==> src/rtl/ssr_pkg.sv <==
package ssr_pkg;

  localparam int unsigned OP_W = 4;

  typedef enum logic [OP_W-1:0] {
    OP_SLL  = 4'd0,
    OP_SRL  = 4'd1,
    OP_SRA  = 4'd2,
    OP_SLO  = 4'd3,
    OP_SRO  = 4'd4,
    OP_ROL  = 4'd5,
    OP_ROR  = 4'd6,
    OP_REV  = 4'd7,
    OP_REV8 = 4'd8,
    OP_ORCB = 4'd9
  } ssr_op_e;

  typedef enum logic [1:0] {
    FILL_ZERO,
    FILL_ONES,
    FILL_SIGN,
    FILL_COPY
  } ssr_fill_e;

  // Operations that run the right shifter on a mirrored operand
  function automatic logic op_is_left(ssr_op_e op);
    return (op == OP_SLL) || (op == OP_SLO) || (op == OP_ROL);
  endfunction

  // Operations whose distance comes from operand b
  function automatic logic op_uses_amt(ssr_op_e op);
    return (op == OP_SLL) || (op == OP_SRL) || (op == OP_SRA) ||
           (op == OP_SLO) || (op == OP_SRO) || (op == OP_ROL) ||
           (op == OP_ROR);
  endfunction

  // What the upper half of the wide shifter is loaded with
  function automatic ssr_fill_e op_fill(ssr_op_e op);
    case (op)
      OP_SRA:         return FILL_SIGN;
      OP_SLO, OP_SRO: return FILL_ONES;
      OP_ROL, OP_ROR: return FILL_COPY;
      default:        return FILL_ZERO;
    endcase
  endfunction

endpackage

==> src/rtl/ssr_bitrev.sv <==
module ssr_bitrev #(
  parameter int unsigned W = 32
) (
  input  logic [W-1:0] in_i,
  output logic [W-1:0] out_o
);

  for (genvar i = 0; i < W; i++) begin : g_mirror
    assign out_o[i] = in_i[W-1-i];
  end

endmodule

==> src/rtl/ssr_byte_ops.sv <==
module ssr_byte_ops #(
  parameter int unsigned W = 32
) (
  input  logic [W-1:0] a_i,
  output logic [W-1:0] byte_mirror_o,
  output logic [W-1:0] orc_o
);

  localparam int unsigned NBYTES = W / 8;

  for (genvar k = 0; k < NBYTES; k++) begin : g_byte
    logic [7:0] lane;
    assign lane = a_i[8*k +: 8];

    // Bit order mirrored inside the lane; a following full-word
    // mirror turns this into a pure byte swap.
    for (genvar j = 0; j < 8; j++) begin : g_bit
      assign byte_mirror_o[8*k + j] = lane[7-j];
    end

    assign orc_o[8*k +: 8] = {8{|lane}};
  end

endmodule

==> src/rtl/ssr_rshift.sv <==
module ssr_rshift #(
  parameter int unsigned W  = 32,
  parameter int unsigned SH = $clog2(W)
) (
  input  logic [2*W-1:0] data_i,
  input  logic [SH-1:0]  amt_i,
  output logic [W-1:0]   out_o
);

  localparam int unsigned WW = 2 * W;

  logic [WW-1:0] stage [SH+1];

  assign stage[0] = data_i;

  // Logarithmic stages: stage s moves by 2**s when amt_i[s] is set
  for (genvar s = 0; s < SH; s++) begin : g_stage
    assign stage[s+1] = amt_i[s] ? (stage[s] >> (1 << s)) : stage[s];
  end

  assign out_o = stage[SH][W-1:0];

  logic unused_upper;
  assign unused_upper = ^stage[SH][WW-1:W];

endmodule

==> src/rtl/ssr_unit.sv <==
module ssr_unit #(
  parameter int unsigned XLEN = 32
) (
  input  logic [XLEN-1:0] a_i,
  input  logic [XLEN-1:0] b_i,
  input  logic [3:0]      op_i,
  output logic [XLEN-1:0] result_o
);
  import ssr_pkg::*;

  localparam int unsigned SH     = $clog2(XLEN);
  localparam int unsigned NBYTES = XLEN / 8;

  ssr_op_e   op;
  ssr_fill_e fill_kind;
  logic      left_dir;
  logic      front_mirror;

  assign op           = ssr_op_e'(op_i);
  assign left_dir     = op_is_left(op);
  assign fill_kind    = op_fill(op);
  assign front_mirror = left_dir || (op == OP_REV) || (op == OP_REV8);

  // Byte-lane helpers
  logic [XLEN-1:0] byte_mirror;
  logic [XLEN-1:0] orc_word;

  ssr_byte_ops #(.W(XLEN)) u_bytes (
    .a_i           (a_i),
    .byte_mirror_o (byte_mirror),
    .orc_o         (orc_word)
  );

  // Front mirror stage, shared by left shifts, rev and rev8
  logic [XLEN-1:0] front_src;
  logic [XLEN-1:0] front_rev;

  assign front_src = (op == OP_REV8) ? byte_mirror : a_i;

  ssr_bitrev #(.W(XLEN)) u_front (
    .in_i  (front_src),
    .out_o (front_rev)
  );

  // Wide shifter input: fill pattern above, operand below
  logic [XLEN-1:0] sh_low;
  logic [XLEN-1:0] sh_high;
  logic [SH-1:0]   sh_amt;
  logic [XLEN-1:0] sh_out;

  assign sh_low = front_mirror ? front_rev : a_i;
  assign sh_amt = op_uses_amt(op) ? b_i[SH-1:0] : '0;

  always_comb begin
    case (fill_kind)
      FILL_ONES: sh_high = '1;
      FILL_SIGN: sh_high = {XLEN{a_i[XLEN-1]}};
      FILL_COPY: sh_high = sh_low;
      default:   sh_high = '0;
    endcase
  end

  ssr_rshift #(.W(XLEN), .SH(SH)) u_shift (
    .data_i ({sh_high, sh_low}),
    .amt_i  (sh_amt),
    .out_o  (sh_out)
  );

  // Back mirror stage for left-direction results
  logic [XLEN-1:0] back_rev;

  ssr_bitrev #(.W(XLEN)) u_back (
    .in_i  (sh_out),
    .out_o (back_rev)
  );

  always_comb begin
    case (op)
      OP_SLL, OP_SLO, OP_ROL:                 result_o = back_rev;
      OP_SRL, OP_SRA, OP_SRO, OP_ROR,
      OP_REV, OP_REV8:                        result_o = sh_out;
      OP_ORCB:                                result_o = orc_word;
      default:                                result_o = '0;
    endcase
  end

  logic unused_b_hi;
  assign unused_b_hi = ^b_i[XLEN-1:SH];

  // Named events for the checks below
  logic amt_nonzero;
  assign amt_nonzero = |b_i[SH-1:0];

  always_comb begin

    zero_amt_ident_chk: assert (!(op_uses_amt(op) && !amt_nonzero) || (result_o == a_i))
      else $error("zero distance altered operand");

    sll_lsb_zero_chk: assert (!(op == OP_SLL && amt_nonzero) || !result_o[0])
      else $error("sll fill not zero");

    srl_msb_zero_chk: assert (!(op == OP_SRL && amt_nonzero) || !result_o[XLEN-1])
      else $error("srl fill not zero");

    sra_sign_keep_chk: assert (!(op == OP_SRA) || (result_o[XLEN-1] == a_i[XLEN-1]))
      else $error("sra sign lost");

    slo_lsb_one_chk: assert (!(op == OP_SLO && amt_nonzero) || result_o[0])
      else $error("slo fill not one");

    sro_msb_one_chk: assert (!(op == OP_SRO && amt_nonzero) || result_o[XLEN-1])
      else $error("sro fill not one");

    rot_popcount_chk: assert (!(op == OP_ROL || op == OP_ROR) ||
                              ($countones(result_o) == $countones(a_i)))
      else $error("rotate lost bits");

    rev_ends_chk: assert (!(op == OP_REV) ||
                          (result_o[0] == a_i[XLEN-1] && result_o[XLEN-1] == a_i[0]))
      else $error("rev ends wrong");

    rev8_popcount_chk: assert (!(op == OP_REV8) ||
                               ($countones(result_o) == $countones(a_i)))
      else $error("rev8 lost bits");

    for (int k = 0; k < NBYTES; k++) begin
      orcb_byte_chk: assert (!(op == OP_ORCB) ||
                             (result_o[8*k +: 8] == ((a_i[8*k +: 8] != 8'h00) ? 8'hFF : 8'h00)))
        else $error("orc.b lane wrong");
    end
  end

endmodule

==> config.mk <==
export PLATFORM = sky130hd
export DESIGN_NAME = ssr_unit
export DESIGN_NICKNAME = d
export VERILOG_FILES = /design/src/rtl/ssr_pkg.sv /design/src/rtl/ssr_bitrev.sv /design/src/rtl/ssr_byte_ops.sv /design/src/rtl/ssr_rshift.sv /design/src/rtl/ssr_unit.sv
export SDC_FILE = /design/constraint.sdc
export NUM_CORES = 1
export LEC_CHECK = 0
export BUFFER_PORTS_ARGS = -buffer_cell sky130_fd_sc_hd__buf_2
export CORE_ASPECT_RATIO = 1.4
export CORE_MARGIN = 4
export CORE_UTILIZATION = 65
export DETAILED_ROUTE_END_ITERATION = 12
export GPL_TIMING_DRIVEN = 0
export PLACE_DENSITY = 0.91
export SLEW_MARGIN = 20
export SYNTH_ARGS = -nofsm -noshare
export SYNTH_HDL_FRONTEND = slang
export SYNTH_SLANG_ARGS = --single-unit
==> constraint.sdc <==
create_clock -name vclk -period 7.6
set_input_delay 0.38 -clock vclk [all_inputs]
set_output_delay 0.38 -clock vclk [all_outputs]
set_load 0.1 [all_outputs]
==> results.sh, run 1 <==
export IMPL_status="did not finish"
export IMPL_lastStage="5_1_grt"
export IMPL_error="[ERROR GRT-0116] Global routing finished with congestion. Check the congestion regions in the DRC Viewer."
export IMPL_num_io_pins=100
export IMPL_yosysUniqueCellTypes=76
export IMPL_die_y_um=117.8
export IMPL_gp_congestion=1.317
export IMPL_synth_fp_nets=943
export IMPL_port_buffers=68
export IMPL_yosysSeqAreaShare_pct=0
export IMPL_placementRows=39
export IMPL_syn_inst=875
export IMPL_grt_pass1_wl_um=51330
export IMPL_yosysWarningCount=0
export IMPL_avgSynthCellArea_um2=6.400
export IMPL_cts_post_setup_buffers_inserted=0
export IMPL_initial_core_util_pct=67.51
export IMPL_grt_ovfl_total=33
export IMPL_holdBufCountCts=0
export IMPL_grt_pass1_vias=8821
export IMPL_grt_max_degree=11
export IMPL_synth_area_mm2=0.005600
export IMPL_die_w_um=86.45
export IMPL_dp_hpwl_um=24140
export IMPL_cts_resized=0
export IMPL_grt_usage_pct=64.56
export IMPL_placedInstanceArea_mm2=0.006068
## logic make-up after synthesis
kind of cell	synth area share (%)
buffers and inverters	7.395
and+or+nand+nor	23.70
xor gates and xnor gates	0.4693
AOI/OAI and AO/OA	51.09
muxes	17.34
## layer usage
layer / GRT overflow / global-route usage (%)
met5: 0 / 1.070
met3: 2 / 43.42
met2: 19 / 81.47
met1: 2 / 68.77
met4: 10 / 61.50
## per-stage QoR
step | hold WS, ns | instances | setup WS [ns] | utilization, %
after floorplan | 1.633 | 875 | 1.382 | -
after global placement | 1.573 | 1045 | 3.001 | 73.15
after detailed placement | 1.579 | 1045 | 2.998 | 73.15
after CTS | 1.585 | 1045 | 2.980 | 73.15
## cell usage after synthesis, drive strengths merged (4+ instances only)
master,instances,area share [%]
o211ai,31,4.2
a211o,11,1.7
a211oi,44,6.0
nand3,39,3.5
a22oi,35,4.7
nand4,5,0.56
nor3,16,1.4
a21boi,5,0.67
and3,5,0.56
mux4,11,4.4
a2111oi,4,0.74
inv,13,0.87
a221oi,7,1.1
a21o,6,0.80
mux2i,44,8.1
o22ai,26,2.9
mux2,24,4.8
nand2,97,6.5
o311ai,4,0.63
o22a,4,0.63
nor4,11,1.2
o2111ai,5,0.78
nor2,85,5.7
nand2b,5,0.56
and2,5,0.56
o21a,13,1.7
nor2b,8,0.89
o221ai,14,2.2
a2bb2oi,5,0.78
buf,35,3.2
a221o,9,1.6
o32ai,8,1.3
a32oi,5,0.78
or3,7,0.78
o21ai,55,5.0
o31ai,4,0.54
a31oi,6,0.67
a21oi,68,6.1
clkbuf,48,3.2
a22o,10,1.6
==> inputs of run 2 (changes only) <==
- CORE_ASPECT_RATIO: 1.4 -> default
- CORE_UTILIZATION: 65 -> 40
- PLACE_DENSITY: 0.91 -> default
- PLACE_DENSITY_LB_ADDON: default -> 0.15
==> results.sh, run 2 <==
export IMPL_grt_usage_pct=41.60
export IMPL_vias=8807
export IMPL_yosysMostFrequentCell="nand2_1"
export IMPL_cp_common_cell="buf_2"
export IMPL_dieArea_mm2=0.01596
export IMPL_design_area_mm2=0.006161
export IMPL_yosysTopAreaCellShare_pct=7.685
export IMPL_crit_required_ns=7.22
export IMPL_holdBufCountCts=0
export IMPL_clock_fmax_mhz=200.8
export IMPL_worst_pin_slew_ns=1.107
export IMPL_cpMaxStageDelayCell="a221oi_1"
export IMPL_antenna_found_initial=0
export IMPL_yosysWarningCount=0
export IMPL_nFillCells=1525
export IMPL_design_seq_count=0
export IMPL_gp_congestion=1.050
export IMPL_synth_fp_nets=943
export IMPL_cp_top_family="compound AO/OA/AOI/OAI gates"
export IMPL_final_cell_mix="nand2_1 (97), buf_2 (93), nor2_1 (85)"
export IMPL_fin_util_pct=45.80
export IMPL_hold_class="in2out"
export IMPL_final_antenna_net_count=0
export IMPL_synth_area_leaders="mux2i_1 (7.7%), nand2_1 (6.5%), a21oi_1 (6.0%), a211oi_1 (5.8%), nor2_1 (5.7%)"
export IMPL_slowest_delay_ns=0.89
export IMPL_syn_inst=875
export IMPL_power_density_mw_per_mm2=128.3
export IMPL_final_hold_viol_count=0
export IMPL_drt_pre_antenna_iters=5
export IMPL_final_common_cell="nand2_1"
export IMPL_core_area_mm2=0.01345
export IMPL_worst_setup_path_end_kind="output port"
export IMPL_setup_viol=0
export IMPL_arrival_ns=4.60
export IMPL_fin_nets=1013
export IMPL_yosysSeqAreaShare_pct=0
export IMPL_drt_iter0_markers=1670
export IMPL_yosysTopAreaCell="mux2i_1"
export IMPL_path_class="in2out"
export IMPL_die_y_um=126.3
export IMPL_avgViaCountPerCell=7.870
export IMPL_placedInstanceArea_mm2=0.006161
export IMPL_die_w_um=126.3
export IMPL_setup_tns_ns=0
export IMPL_drive_gt1_share_pct=14.85
export IMPL_synth_common_cells="nand2_1 (97), nor2_1 (85), a21oi_1 (67), o21ai_0 (53), clkbuf_1 (48)"
export IMPL_placementRows=42
export IMPL_synth_area_mm2=0.005600
export IMPL_avgSynthCellArea_um2=6.400
export IMPL_num_io_pins=100
export IMPL_multi_input_area_mm2=0.005186
export IMPL_synthToLayoutAreaGrowth_pct=10.01
export IMPL_cp_max_fo=10
export IMPL_cts_post_setup_buffers_inserted=0
export IMPL_ff_latch_area_um2=0
export IMPL_ir_worst_vdd_mv=0.1268
export IMPL_num_antenna_cells=0
export IMPL_wl_per_cell_um=31.41
export IMPL_power_leakage_nw=2.329
export IMPL_grt_pass1_wl_um=51700
export IMPL_holdPathStages=5
export IMPL_maxCapViolCount=0
export IMPL_initial_core_util_pct=41.63
export IMPL_path_cells="buf_2, buf_2, nor4b_1, buf_2, mux2i_1, a21oi_1, a21boi_0, o22ai_1, a221oi_1, mux2_2, a21oi_1, a221o_1, buf_2"
export IMPL_port_buffers=68
export IMPL_route_detailed_drc=0
export IMPL_critical_path_depth=13
export IMPL_grt_ovfl_total=0
export IMPL_yosysUniqueCellTypes=76
export IMPL_dp_hpwl_um=27910
export IMPL_relSlewSlack_pct=26.21
export IMPL_drt_total_wl_um=35140
export IMPL_path_buf_inv=4
export IMPL_layout_cells_non_filler=1119
export IMPL_final_max_slew_viol_count=0
export IMPL_min_period_ns=4.980
export IMPL_rsz0062_at_grt="false"
export IMPL_finalCritPeriodShare_pct=65.53
export IMPL_clock_buffers=0
export IMPL_status="finished, final reports clean"
export IMPL_placed_cells=1119
export IMPL_grt_pass1_vias=8026
export IMPL_cts_resized=0
export IMPL_grt_max_degree=11
export IMPL_cp_start_kind="input pin"
## run 2: layout make-up
class / count / share of cell area (%)
inverter: 15 / 0.9139
timing repair buffer: 68 / 5.524
multi-input combinational: 777 / 84.18
tap: 176 / 3.574
buffer: 83 / 5.808
## run 2: tightest hold or removal path, cell delays in order
cell	delay (ns)
clkbuf_1	0.18
nand2_1	0.12
o2bb2ai_1	0.15
o221ai_1	0.12
buf_2	0.30
## run 2: path summary, 6_finish.rpt
check	start	endpoint
setup / recovery	op_i[0]	result_o[31]
hold / removal	b_i[3]	result_o[21]
## run 2: kinds of logic after synthesis
| group | count (synthesis) | synth area share [%] |
|---|---|---|
| XOR/XNOR | 3 | 0.4693 |
| multiplexers | 79 | 17.34 |
| AND/OR/NAND/NOR | 293 | 23.70 |
| buffers and inverters | 98 | 7.395 |
| AO/OA/AOI/OAI | 402 | 51.09 |
## run 2: report_power, final
group | internal (mW) | total [mW] | switching (mW)
registers | 0 | 0 | 0
clock network | 0 | 0 | 0
logic | 0.188 | 0.790 | 0.602
total | 0.188 | 0.790 | 0.602
## run 2: through the flow
| stage | setup slack (ns) | power, mW | hold WS (ns) |
|---|---|---|---|
| 6_report | 2.620 | 0.7903 | 1.640 |
| 5_1_grt | 2.492 | 0.8123 | 1.672 |
| 4_1_cts | 2.777 | 0.7549 | 1.610 |
| 3_5_place_dp | 2.806 | 0.7525 | 1.610 |
| 3_3_place_gp | 2.771 | 0.7605 | 1.634 |
| 2_1_floorplan | 1.382 | 0.5502 | 1.633 |
## run 2: layer usage
metal  global-route usage [%]  routed length [µm]  vias up
met3                    13.03                5530      151
met2                    59.97               14110      855
met5                        0                   0        -
met4                    15.71                1971        0
li1                         -                   -     3649
met1                    57.85               13530     4152
Note: power is estimated with default switching activity, not from simulation.
